[config.mk]
export PLATFORM = sky130hd
export DESIGN_NAME = sleep_seq
export DESIGN_NICKNAME = d
export VERILOG_FILES = /design/src/rtl/sleep_seq_pkg.sv /design/src/rtl/sleep_seq_tc_cntr.sv /design/src/rtl/sleep_seq_dp.sv /design/src/rtl/sleep_seq_ctrl.sv /design/src/rtl/sleep_seq.sv
export SDC_FILE = /design/constraint.sdc
export NUM_CORES = 1
export LEC_CHECK = 0
export BUFFER_PORTS_ARGS = -buffer_cell sky130_fd_sc_hd__clkbuf_2
export CAP_MARGIN = 20
export CORE_ASPECT_RATIO = 0.75
export CORE_UTILIZATION = 40
export CTS_CLUSTER_SIZE = 10
export DETAILED_ROUTE_END_ITERATION = 7
export PLACE_DENSITY_LB_ADDON = 0.1
export SLEW_MARGIN = 20
export SYNTH_ARGS = -nofsm -noshare
export SYNTH_HDL_FRONTEND = slang
export SYNTH_SLANG_ARGS = --single-unit
[constraint.sdc]
create_clock -name clk -period 3.6 [get_ports clk]
set_input_delay 0.72 -clock clk [delete_from_list [all_inputs] [get_ports clk]]
set_output_delay 0.72 -clock clk [all_outputs]
set_load 0.005 [all_outputs]
[src/rtl/sleep_seq_pkg.sv]
package sleep_seq_pkg;

  typedef enum logic [1:0] {
    ST_IDLE   = 2'd0,
    ST_ENTRY  = 2'd1,
    ST_DOWN   = 2'd2,
    ST_SETTLE = 2'd3
  } seqState_t;

  // strobes from control to datapath
  typedef struct packed {
    logic entryClr;
    logic entryEn;
    logic settleClr;
    logic settleEn;
    logic setBit;
    logic clrBit;
    logic setAnalog;
    logic setIrq;
  } seqStrobe_t;

  // status from datapath to control
  typedef struct packed {
    logic entryTc;
    logic settleTc;
    logic wakeQual;
  } seqStatus_t;

endpackage

[src/rtl/sleep_seq_tc_cntr.sv]
module sleep_seq_tc_cntr #(
  parameter int LIMIT = 32,
  localparam int W = (LIMIT > 1) ? $clog2(LIMIT) : 1
) (
  input  logic clk,
  input  logic rstN,
  input  logic ce,
  input  logic clr,
  output logic tc
);
  localparam logic [W-1:0] LAST = W'(LIMIT - 1);

  logic [W-1:0] cnt;

  always_ff @(posedge clk or negedge rstN) begin
    if (!rstN)      cnt <= '0;
    else if (clr)   cnt <= '0;
    else if (ce)    cnt <= (cnt == LAST) ? '0 : cnt + 1'b1;
  end

  assign tc = ce && (cnt == LAST);

  // after a terminal count the counter restarts from zero
  p_wrap_r2: assert property (@(posedge clk) disable iff (!rstN)
    (tc && !clr) |=> (cnt == '0));

endmodule

[src/rtl/sleep_seq_dp.sv]
module sleep_seq_dp
  import sleep_seq_pkg::*;
#(
  parameter int NUM_PINS      = 8,
  parameter int CODE_W        = 3,
  parameter int CODE_ACT_HI   = 4,
  parameter int CODE_ACT_LO   = 6,
  parameter int ENTRY_CYCLES  = 32,
  parameter int SETTLE_CYCLES = 512
) (
  input  logic                       clk,
  input  logic                       rstN,
  input  logic [NUM_PINS-1:0]        wakePins,
  input  logic [NUM_PINS*CODE_W-1:0] pinSrcCode,
  input  logic                       irqAck,
  input  seqStrobe_t                 strb,
  output seqStatus_t                 status,
  output logic                       pdBit,
  output logic                       pdAnalog,
  output logic                       wakeIrq
);
  localparam logic [CODE_W-1:0] HI_CODE = CODE_W'(CODE_ACT_HI);
  localparam logic [CODE_W-1:0] LO_CODE = CODE_W'(CODE_ACT_LO);

  logic [NUM_PINS-1:0] syncA, syncB, pinHit;

  always_ff @(posedge clk or negedge rstN) begin
    if (!rstN) begin
      syncA <= '0;
      syncB <= '0;
    end else begin
      syncA <= wakePins;
      syncB <= syncA;
    end
  end

  for (genvar i = 0; i < NUM_PINS; i++) begin : g_pin
    logic [CODE_W-1:0] code;
    assign code      = pinSrcCode[i*CODE_W +: CODE_W];
    assign pinHit[i] = ((code == HI_CODE) &&  syncB[i]) ||
                       ((code == LO_CODE) && !syncB[i]);
  end

  assign status.wakeQual = |pinHit;

  sleep_seq_tc_cntr #(.LIMIT(ENTRY_CYCLES)) u_entryCnt (
    .clk (clk), .rstN(rstN), .ce(strb.entryEn), .clr(strb.entryClr),
    .tc  (status.entryTc)
  );

  sleep_seq_tc_cntr #(.LIMIT(SETTLE_CYCLES)) u_settleCnt (
    .clk (clk), .rstN(rstN), .ce(strb.settleEn), .clr(strb.settleClr),
    .tc  (status.settleTc)
  );

  always_ff @(posedge clk or negedge rstN) begin
    if (!rstN)            pdBit <= 1'b0;
    else if (strb.clrBit) pdBit <= 1'b0;
    else if (strb.setBit) pdBit <= 1'b1;
  end

  always_ff @(posedge clk or negedge rstN) begin
    if (!rstN)               pdAnalog <= 1'b0;
    else if (strb.clrBit)    pdAnalog <= 1'b0;
    else if (strb.setAnalog) pdAnalog <= 1'b1;
  end

  always_ff @(posedge clk or negedge rstN) begin
    if (!rstN)            wakeIrq <= 1'b0;
    else if (strb.setIrq) wakeIrq <= 1'b1;
    else if (irqAck)      wakeIrq <= 1'b0;
  end

  p_analog_needs_bit_r2: assert property (@(posedge clk) disable iff (!rstN)
    pdAnalog |-> pdBit);

  p_irq_hold_r7: assert property (@(posedge clk) disable iff (!rstN)
    (wakeIrq && !irqAck) |=> wakeIrq);

  p_irq_set_wins_r7: assert property (@(posedge clk) disable iff (!rstN)
    strb.setIrq |=> wakeIrq);

endmodule

[src/rtl/sleep_seq_ctrl.sv]
module sleep_seq_ctrl
  import sleep_seq_pkg::*;
(
  input  logic       clk,
  input  logic       rstN,
  input  logic       ctlWrEn,
  input  logic       ctlWrData,
  input  seqStatus_t status,
  output seqStrobe_t strb
);
  seqState_t state, stateNxt;

  always_ff @(posedge clk or negedge rstN) begin
    if (!rstN) state <= ST_IDLE;
    else       state <= stateNxt;
  end

  always_comb begin
    stateNxt = state;
    strb     = '0;
    unique case (state)
      ST_IDLE: begin
        if (ctlWrEn && ctlWrData) begin
          strb.setBit   = 1'b1;
          strb.entryClr = 1'b1;
          stateNxt      = ST_ENTRY;
        end
      end
      ST_ENTRY: begin
        if (status.wakeQual) begin
          // wake wins over a coincident terminal count
          strb.clrBit    = 1'b1;
          strb.settleClr = 1'b1;
          stateNxt       = ST_SETTLE;
        end else begin
          strb.entryEn = 1'b1;
          if (status.entryTc) begin
            strb.setAnalog = 1'b1;
            stateNxt       = ST_DOWN;
          end
        end
      end
      ST_DOWN: begin
        if (status.wakeQual) begin
          strb.clrBit    = 1'b1;
          strb.settleClr = 1'b1;
          stateNxt       = ST_SETTLE;
        end
      end
      ST_SETTLE: begin
        strb.settleEn = 1'b1;
        if (status.settleTc) begin
          strb.setIrq = 1'b1;
          stateNxt    = ST_IDLE;
        end
      end
      default: stateNxt = ST_IDLE;
    endcase
  end

  p_strobe_excl_r9: assert property (@(posedge clk) disable iff (!rstN)
    $onehot0({strb.setBit, strb.clrBit, strb.setIrq, strb.setAnalog}));

  p_abort_no_analog_r5: assert property (@(posedge clk) disable iff (!rstN)
    (state == ST_ENTRY && status.wakeQual) |=> (state == ST_SETTLE));

endmodule

[src/rtl/sleep_seq.sv]
module sleep_seq
  import sleep_seq_pkg::*;
#(
  parameter int NUM_PINS      = 8,
  parameter int CODE_W        = 3,
  parameter int CODE_ACT_HI   = 4,
  parameter int CODE_ACT_LO   = 6,
  parameter int ENTRY_CYCLES  = 32,
  parameter int SETTLE_CYCLES = 512
) (
  input  logic                       clk,
  input  logic                       rstN,
  input  logic                       ctlWrEn,
  input  logic                       ctlWrData,
  input  logic [NUM_PINS-1:0]        wakePins,
  input  logic [NUM_PINS*CODE_W-1:0] pinSrcCode,
  input  logic                       routeWake,
  input  logic                       normIrq,
  input  logic                       irqAck,
  output logic                       pdBit,
  output logic                       pdAnalog,
  output logic                       cpuInt0
);
  seqStrobe_t strb;
  seqStatus_t status;
  logic       wakeIrq;

  sleep_seq_ctrl u_ctrl (
    .clk(clk), .rstN(rstN), .ctlWrEn(ctlWrEn), .ctlWrData(ctlWrData),
    .status(status), .strb(strb)
  );

  sleep_seq_dp #(
    .NUM_PINS(NUM_PINS), .CODE_W(CODE_W), .CODE_ACT_HI(CODE_ACT_HI),
    .CODE_ACT_LO(CODE_ACT_LO), .ENTRY_CYCLES(ENTRY_CYCLES),
    .SETTLE_CYCLES(SETTLE_CYCLES)
  ) u_dp (
    .clk(clk), .rstN(rstN), .wakePins(wakePins), .pinSrcCode(pinSrcCode),
    .irqAck(irqAck), .strb(strb), .status(status),
    .pdBit(pdBit), .pdAnalog(pdAnalog), .wakeIrq(wakeIrq)
  );

  assign cpuInt0 = routeWake ? wakeIrq : normIrq;

  p_bit_fall_r3: assert property (@(posedge clk) disable iff (!rstN)
    $fell(pdBit) |-> $past(status.wakeQual));

  p_analog_rise_r2: assert property (@(posedge clk) disable iff (!rstN)
    $rose(pdAnalog) |-> ($past(status.entryTc) && $past(pdBit)));

  p_irq_rise_r6: assert property (@(posedge clk) disable iff (!rstN)
    $rose(wakeIrq) |-> $past(status.settleTc));

endmodule

# --- Word-level counts from Yosys, hierarchy flattened ---
# Cells that the tools add are included.
word_totals:
  regBits: 35
  out_inout_bits: 3
  in_bits: 39
  word_cells: 110
op_classes:
  reduce_logical: 44
  n_eq_ne: 25
  muxes: 31
  addsub: 2
ops:
  columns: ["operator", "n"]
  rows:
  - ["equality test 3 bit (second input constant)", 16]
  - ["two-way mux 9 bit", 3]
  - ["logical AND 1 bit", 19]
  - ["two-way mux 1 bit", 19]
  - ["two-way mux 5 bit", 3]
  - ["two-way mux 2 bit", 5]
  - ["nonzero test 2 bit", 5]
  - ["adder 9 x 1 -> 9 bit (second input constant)", 1]
  - ["equality test 9 bit (second input constant)", 1]
  - ["logical NOT 1 bit", 8]
  - ["logical OR 1 bit", 8]
  - ["case mux 2 bit (4 select lines)", 1]
  - ["OR reduction 8 bit", 1]
  - ["adder 5 x 1 -> 5 bit (second input constant)", 1]
  - ["equality test 5 bit (second input constant)", 1]
  - ["equality test 2 bit (second input constant)", 2]
  - ["inequality test 2 x 1 -> 1 bit (second input constant)", 2]
  - ["AND reduction 4 bit", 1]
  - ["inequality test 3 x 2 -> 1 bit (second input constant)", 1]
  - ["equality test 2 x 1 -> 1 bit (second input constant)", 1]
  - ["logical NOT 2 bit", 1]
  - ["inequality test 2 bit (second input constant)", 1]
  - ["OR reduction 2 bit", 1]

# --- Logic depth before layout (Yosys ltp) ---
depth:
  depth_word: 12
  ltp_mapped: 10
  ltp_nobuf: 9

# --- Hierarchy ---
# From an unflattened synthesis, not the netlist that was laid out.
unflattened:
  cells_unflattened: 157
  hier_area_um2: 1751.7
modules_own_cells:
  columns: ["mod", "cells_per_inst", "seq_area_each_um2", "instances", "area_per_inst_um2"]
  rows:
  - ["sleep_seq_dp", 46, 475.5, 1, 654.4]
  - ["sleep_seq_tc_cntr at u_dp.u_settleCnt", 56, 225.2, 1, 524.3]
  - ["sleep_seq_tc_cntr at u_dp.u_entryCnt", 26, 125.1, 1, 280.3]
  - ["sleep_seq_ctrl", 28, 50.0, 1, 277.8]
  - ["sleep_seq", 1, 0.0, 1, 15.0]

# --- Least setup slack after synthesis ---
# No wires, ideal clock.
synth_path:
  path_type: "input to register"
  from: "input pinSrcCode[4]"
  to: "register u_ctrl.state[1]"
  path_buffers: 1
  slack_ns: 1.419
  setup_ns: 0.125
  cell_stages: 6
  arrival_ns: 2.056
  t_required_ns: 3.475
  cell_sequence: "xnor2_1 > o32ai_1 > or4_4 > buf_6 > o21ai_2 > mux2_2"
synth_between:
  elab_chain_len: 9
  elab_cells_between_ends: 14
  classes_between: "eq/ne: 4; mux: 4; reduce/logical: 6"
synth_lines:
  columns: ["item", "line_no", "rtl"]
  rows:
  - ["from (decl)", "sleep_seq.sv:16", "input logic [NUM_PINS*CODE_W-1:0] pinSrcCode,"]
  - ["equality test 3 bit, on equally long branches", "sleep_seq_dp.sv:40, sleep_seq_dp.sv:41", null]
  - ["logical AND 1 bit, on equally long branches", "sleep_seq_dp.sv:40, sleep_seq_dp.sv:41", null]
  - ["logical OR 1 bit (*)", "sleep_seq_dp.sv:40", "assign pinHit[i] = ((code == HI_CODE) && syncB[i]) ||"]
  - ["OR reduction 8 bit (*)", "sleep_seq_dp.sv:44", "assign status.wakeQual = |pinHit;"]
  - ["two-way mux 1 bit", "sleep_seq_ctrl.sv:30", "if (status.wakeQual) begin"]
  - ["two-way mux 1 bit", "sleep_seq_ctrl.sv:21", "unique case (state)"]
  - ["logical AND 1 bit", "sleep_seq_tc_cntr.sv:21", "assign tc = ce && (cnt == LAST);"]
  - ["inequality test 3 x 2 -> 1 bit (no line)", null, null]
  - ["AND reduction 4 bit (no line)", null, null]
  - ["to (signal assigned)", "sleep_seq_ctrl.sv:15", "else state <= stateNxt;"]
  - ["to (decl)", "sleep_seq_ctrl.sv:11", "seqState_t state, stateNxt;"]
# Mark *: on every way between the ends. The rest lies on a longest branch, timed or not.
# A chain may end at the register's enable or synchronous reset.

# --- Worst setup path after layout ---
layout_path:
  from: "register u_dp.u_entryCnt.cnt[0]"
  to: "register u_ctrl.state[0]"
layout_between:
  elab_chain_len: 4
layout_lines:
  columns: ["item", "line_no", "rtl"]
  rows:
  - ["from (decl)", "sleep_seq_tc_cntr.sv:13", "logic [W-1:0] cnt;"]
  - ["from (signal assigned)", "sleep_seq_tc_cntr.sv:18", "else if (ce) cnt <= (cnt == LAST) ? '0 : cnt + 1'b1;"]
  - ["equality test 5 bit", "sleep_seq_tc_cntr.sv:21", null]
  - ["logical AND 1 bit", "sleep_seq_tc_cntr.sv:21", null]
  - ["inequality test 3 x 2 -> 1 bit (no line)", null, null]
  - ["AND reduction 4 bit (no line)", null, null]
# No other way between the ends.

==> flow_metrics.env <==
export IMPL_final_cell_area_um2=2020
export IMPL_ys_async_sr_fraction=1.00
export IMPL_synth_top_family_by_area="simple AND/OR/NAND/NOR gates"
export IMPL_clk_insertion_delay_late_ns=0.29
export IMPL_die_x_um=76.6
export IMPL_tightest_slew_ns=0.877
export IMPL_cp_data_required_time_ns=3.79
export IMPL_cts_sinks=35
export IMPL_met3_length_um=169
export IMPL_drt_met1_wl_um=1580
export IMPL_cts_resized=0
export IMPL_htreeDepth=2
export IMPL_synthTopCellsByCount="dfrtp_1, nor2_1, inv_1"
export IMPL_p_clk_frac=0.293
export IMPL_dp_cells=245
export IMPL_drtPass1Iterations=4
export IMPL_cts_root_buf="clkbuf_8"
export IMPL_switching_share=0.335
export IMPL_gp_congestion=0.727
export IMPL_seqPwrFrac=0.406
export IMPL_grt_use_total=0.179
export IMPL_comb_power_share=0.301
export IMPL_cts_setup_buffers=0
export IMPL_setup_viol=0
export IMPL_p_int_uw=807
export IMPL_io_buffers=41
export IMPL_cp_start_kind="flop"
export IMPL_drv_slew=0
export IMPL_grt_pass1_wl_um=6000
export IMPL_p_leak_uw=0.000958
export IMPL_vias_per_cell=5.21
export IMPL_endpoint_kind="flop"
export IMPL_fmax_ghz=0.493
export IMPL_top_layer="met4"
export IMPL_grt_pass1_vias=1332
export IMPL_slowest_stage="dfrtp_1"
export IMPL_synth_compound_area_frac=0.139
export IMPL_status="finished, final reports clean"
export IMPL_hold_buffers=0
export IMPL_core_area_um2=3830
export IMPL_power_per_cell_area_nw_per_um2=600
export IMPL_cts_tree="done"
export IMPL_yosys_top_cells_area="dfrtp_1, ha_1, xnor2_1"
export IMPL_peakVddDrop_v=0.000268
export IMPL_synth_xor_area_frac=0.0525
export IMPL_synth_warnings=0
export IMPL_grt_max_degree=36
export IMPL_syn_area_per_cell_um2=10.7
export IMPL_dpl_hpwl_um=2430
export IMPL_max_stage_delay_ns=0.42
export IMPL_wl_per_cell_um=13.5
export IMPL_die_y_um=57.9
export IMPL_drc=0
export IMPL_synth_largest_area_cell="dfrtp_1"
export IMPL_clockBufferDepth=2
export IMPL_setup_total_negative_slack_ns=0
export IMPL_num_antenna_cells=0
export IMPL_hold_path_class="reg2reg"
export IMPL_ys_seq_area_frac=0.525
export IMPL_worstSetupPathType="reg2reg"
export IMPL_layout_cells_non_filler=253
export IMPL_drt_total_wl_um=3410
export IMPL_synth_seq_cells=35
export IMPL_area_delta_synth_final_pct=21.2
export IMPL_detail_route_antenna_nets=0
export IMPL_final_min_clock_period_ns=2.03
export IMPL_antenna_found_initial=0
export IMPL_rsz0062_at_grt="no"
export IMPL_synth_top_area_frac=0.525
export IMPL_p_sw_uw=406
export IMPL_synth_most_common_cell="dfrtp_1"
export IMPL_drive_above_1_share=0.284
export IMPL_io_pins=42
export IMPL_synth_cells=156
export IMPL_rows=19
export IMPL_timing_final_crit_share=0.563
export IMPL_hold_viol_final=0
export IMPL_nNetsFinal=247
export IMPL_synthAdderAreaFrac=0.0600
export IMPL_syn_num_nets=203
export IMPL_drt_iter0_drc=39
export IMPL_critical_path_peak_fanout=6
export IMPL_initial_utilization=0.436
export IMPL_maxCapViolations=0
export IMPL_dr_total_vias=1318
export IMPL_synth_area_mux_share=0.0263
export IMPL_gr_total_overflow=0
export IMPL_final_setup_skew_ns=0.00379
export IMPL_path_clk_slew_ns=0.07
export IMPL_synth_ff_type="dfrtp_1"
export IMPL_crit_arrival_ns=2.21
export IMPL_met2_length_um=1610
export IMPL_holdWs_ns=0.354
export IMPL_synth_distinct_cells=38
export IMPL_synth_edf_count=0
export IMPL_synth_area_um2=1670
export IMPL_synth_simple_gate_area_frac=0.157
export IMPL_slew_headroom=0.416
export IMPL_numCtsBuffers=5
export IMPL_die_area_um2=4430
export IMPL_crit_chain="ha_1 -> and3_1 -> ha_1 -> inv_1 -> a21oi_1 -> or2_2 -> a21oi_1 -> a311oi_1"
export IMPL_placedInstanceArea_um2=1910
==> worst max-delay path, delay by kind of cell (launching register included) <==
family	cells	cell delay [ns]
AO/OA/AOI/OAI	3	0.60
AND/OR/NAND/NOR	2	0.34
buffers and inverters	1	0.09
flip-flops	1	0.42
adder cells (fa/ha/maj)	2	0.48
==> state kept, by name, summed over array words and instances (netlist names) <==
signal                cells
u_dp.syncB                8
u_dp.u_entryCnt.cnt       5
u_dp.pdAnalog             1
u_dp.wakeIrq              1
u_dp.syncA                8
u_dp.pdBit                1
u_dp.u_settleCnt.cnt      9
u_ctrl.state              2
==> worst paths after layout <==
kind	startpoint	end	slack, ns	cells after the start
max	u_dp.u_entryCnt.cnt[0]	u_ctrl.state[0]	1.57	8
min	u_dp.syncA[3]	u_dp.syncB[3]	0.35	0
max reg2reg	u_dp.u_entryCnt.cnt[0]	u_ctrl.state[0]	1.57	8
min reg2reg	u_dp.syncA[3]	u_dp.syncB[3]	0.35	0
max in group asynchronous	rstN	u_dp.u_settleCnt.cnt[8]	2.51	1
min in group asynchronous	rstN	u_dp.u_entryCnt.cnt[3]	0.54	1
==> through the flow <==
step,utilization,worst slack (ns),total power (uW)
after floorplan,-,1.42,776
after CTS,0.528,1.56,1230
after detailed placement,0.499,1.28,864
after global routing,0.528,1.32,1300
final,0.528,1.57,1210
after global placement,0.499,1.32,848
==> metal layers <==
metal  track usage  vias up
li1              -      641
met3        0.0488        9
met2         0.290       42
met4        0.0934        0
met5             0        -
met1         0.223      626
==> power by group through the flow <==
stage	clock [uW]	sequential [uW]	combinational [uW]
6_report	355	493	365
3_3_place_gp	0	494	354
2_1_floorplan	0	486	291
4_1_cts	367	490	369
5_1_grt	388	501	413
3_5_place_dp	0	498	366
==> kinds of logic after synthesis <==
logic type               after synthesis
multiplexers                           4
AND/OR/NAND/NOR                       48
flip-flops                            35
AO/OA/AOI/OAI                         37
XOR/XNOR                              10
buffers and inverters                 14
adder cells (fa/ha/maj)                8
==> cell usage in the layout, fill, tap and decap left out, drive strengths merged <==
| master | synthesis | routed |
|---|---|---|
| clkinv | 0 | 2 |
| and3 | 4 | 4 |
| or4 | 2 | 2 |
| xnor2 | 8 | 8 |
| nor2b | 1 | 1 |
| nor2 | 13 | 13 |
| inv | 10 | 10 |
| nand4 | 3 | 3 |
| nand3 | 5 | 5 |
| nor3 | 2 | 2 |
| o211ai | 4 | 4 |
| nand2 | 5 | 5 |
| ha | 8 | 8 |
| a211oi | 2 | 2 |
| or2 | 2 | 2 |
| a22oi | 1 | 1 |
| nand4b | 1 | 1 |
| nor4 | 1 | 1 |
| dfrtp | 35 | 35 |
| a311oi | 1 | 1 |
| a31oi | 1 | 1 |
| clkbuf | 2 | 46 |
| o21ai | 13 | 13 |
| o311ai | 1 | 1 |
| nand2b | 6 | 6 |
| bufinv | 0 | 1 |
| a21oi | 9 | 9 |
| o32ai | 4 | 4 |
| xor2 | 2 | 2 |
| mux2 | 3 | 3 |
| mux2i | 1 | 1 |
| and2 | 1 | 1 |
| nand3b | 1 | 1 |
| o22ai | 1 | 1 |
| or3 | 1 | 1 |
==> cell type report <==
| type | count | area [um^2] |
|---|---|---|
| Fill cell | 342 | 1810 |
| Sequential cell | 35 | 876 |
| Multi-Input combinational cell | 107 | 724 |
| Timing Repair Buffer | 41 | 205 |
| Clock buffer | 5 | 68.8 |
| Tap cell | 52 | 65.1 |
| Clock inverter | 3 | 43.8 |
| Inverter | 10 | 37.5 |
Note: power is estimated with default switching activity, not from simulation.
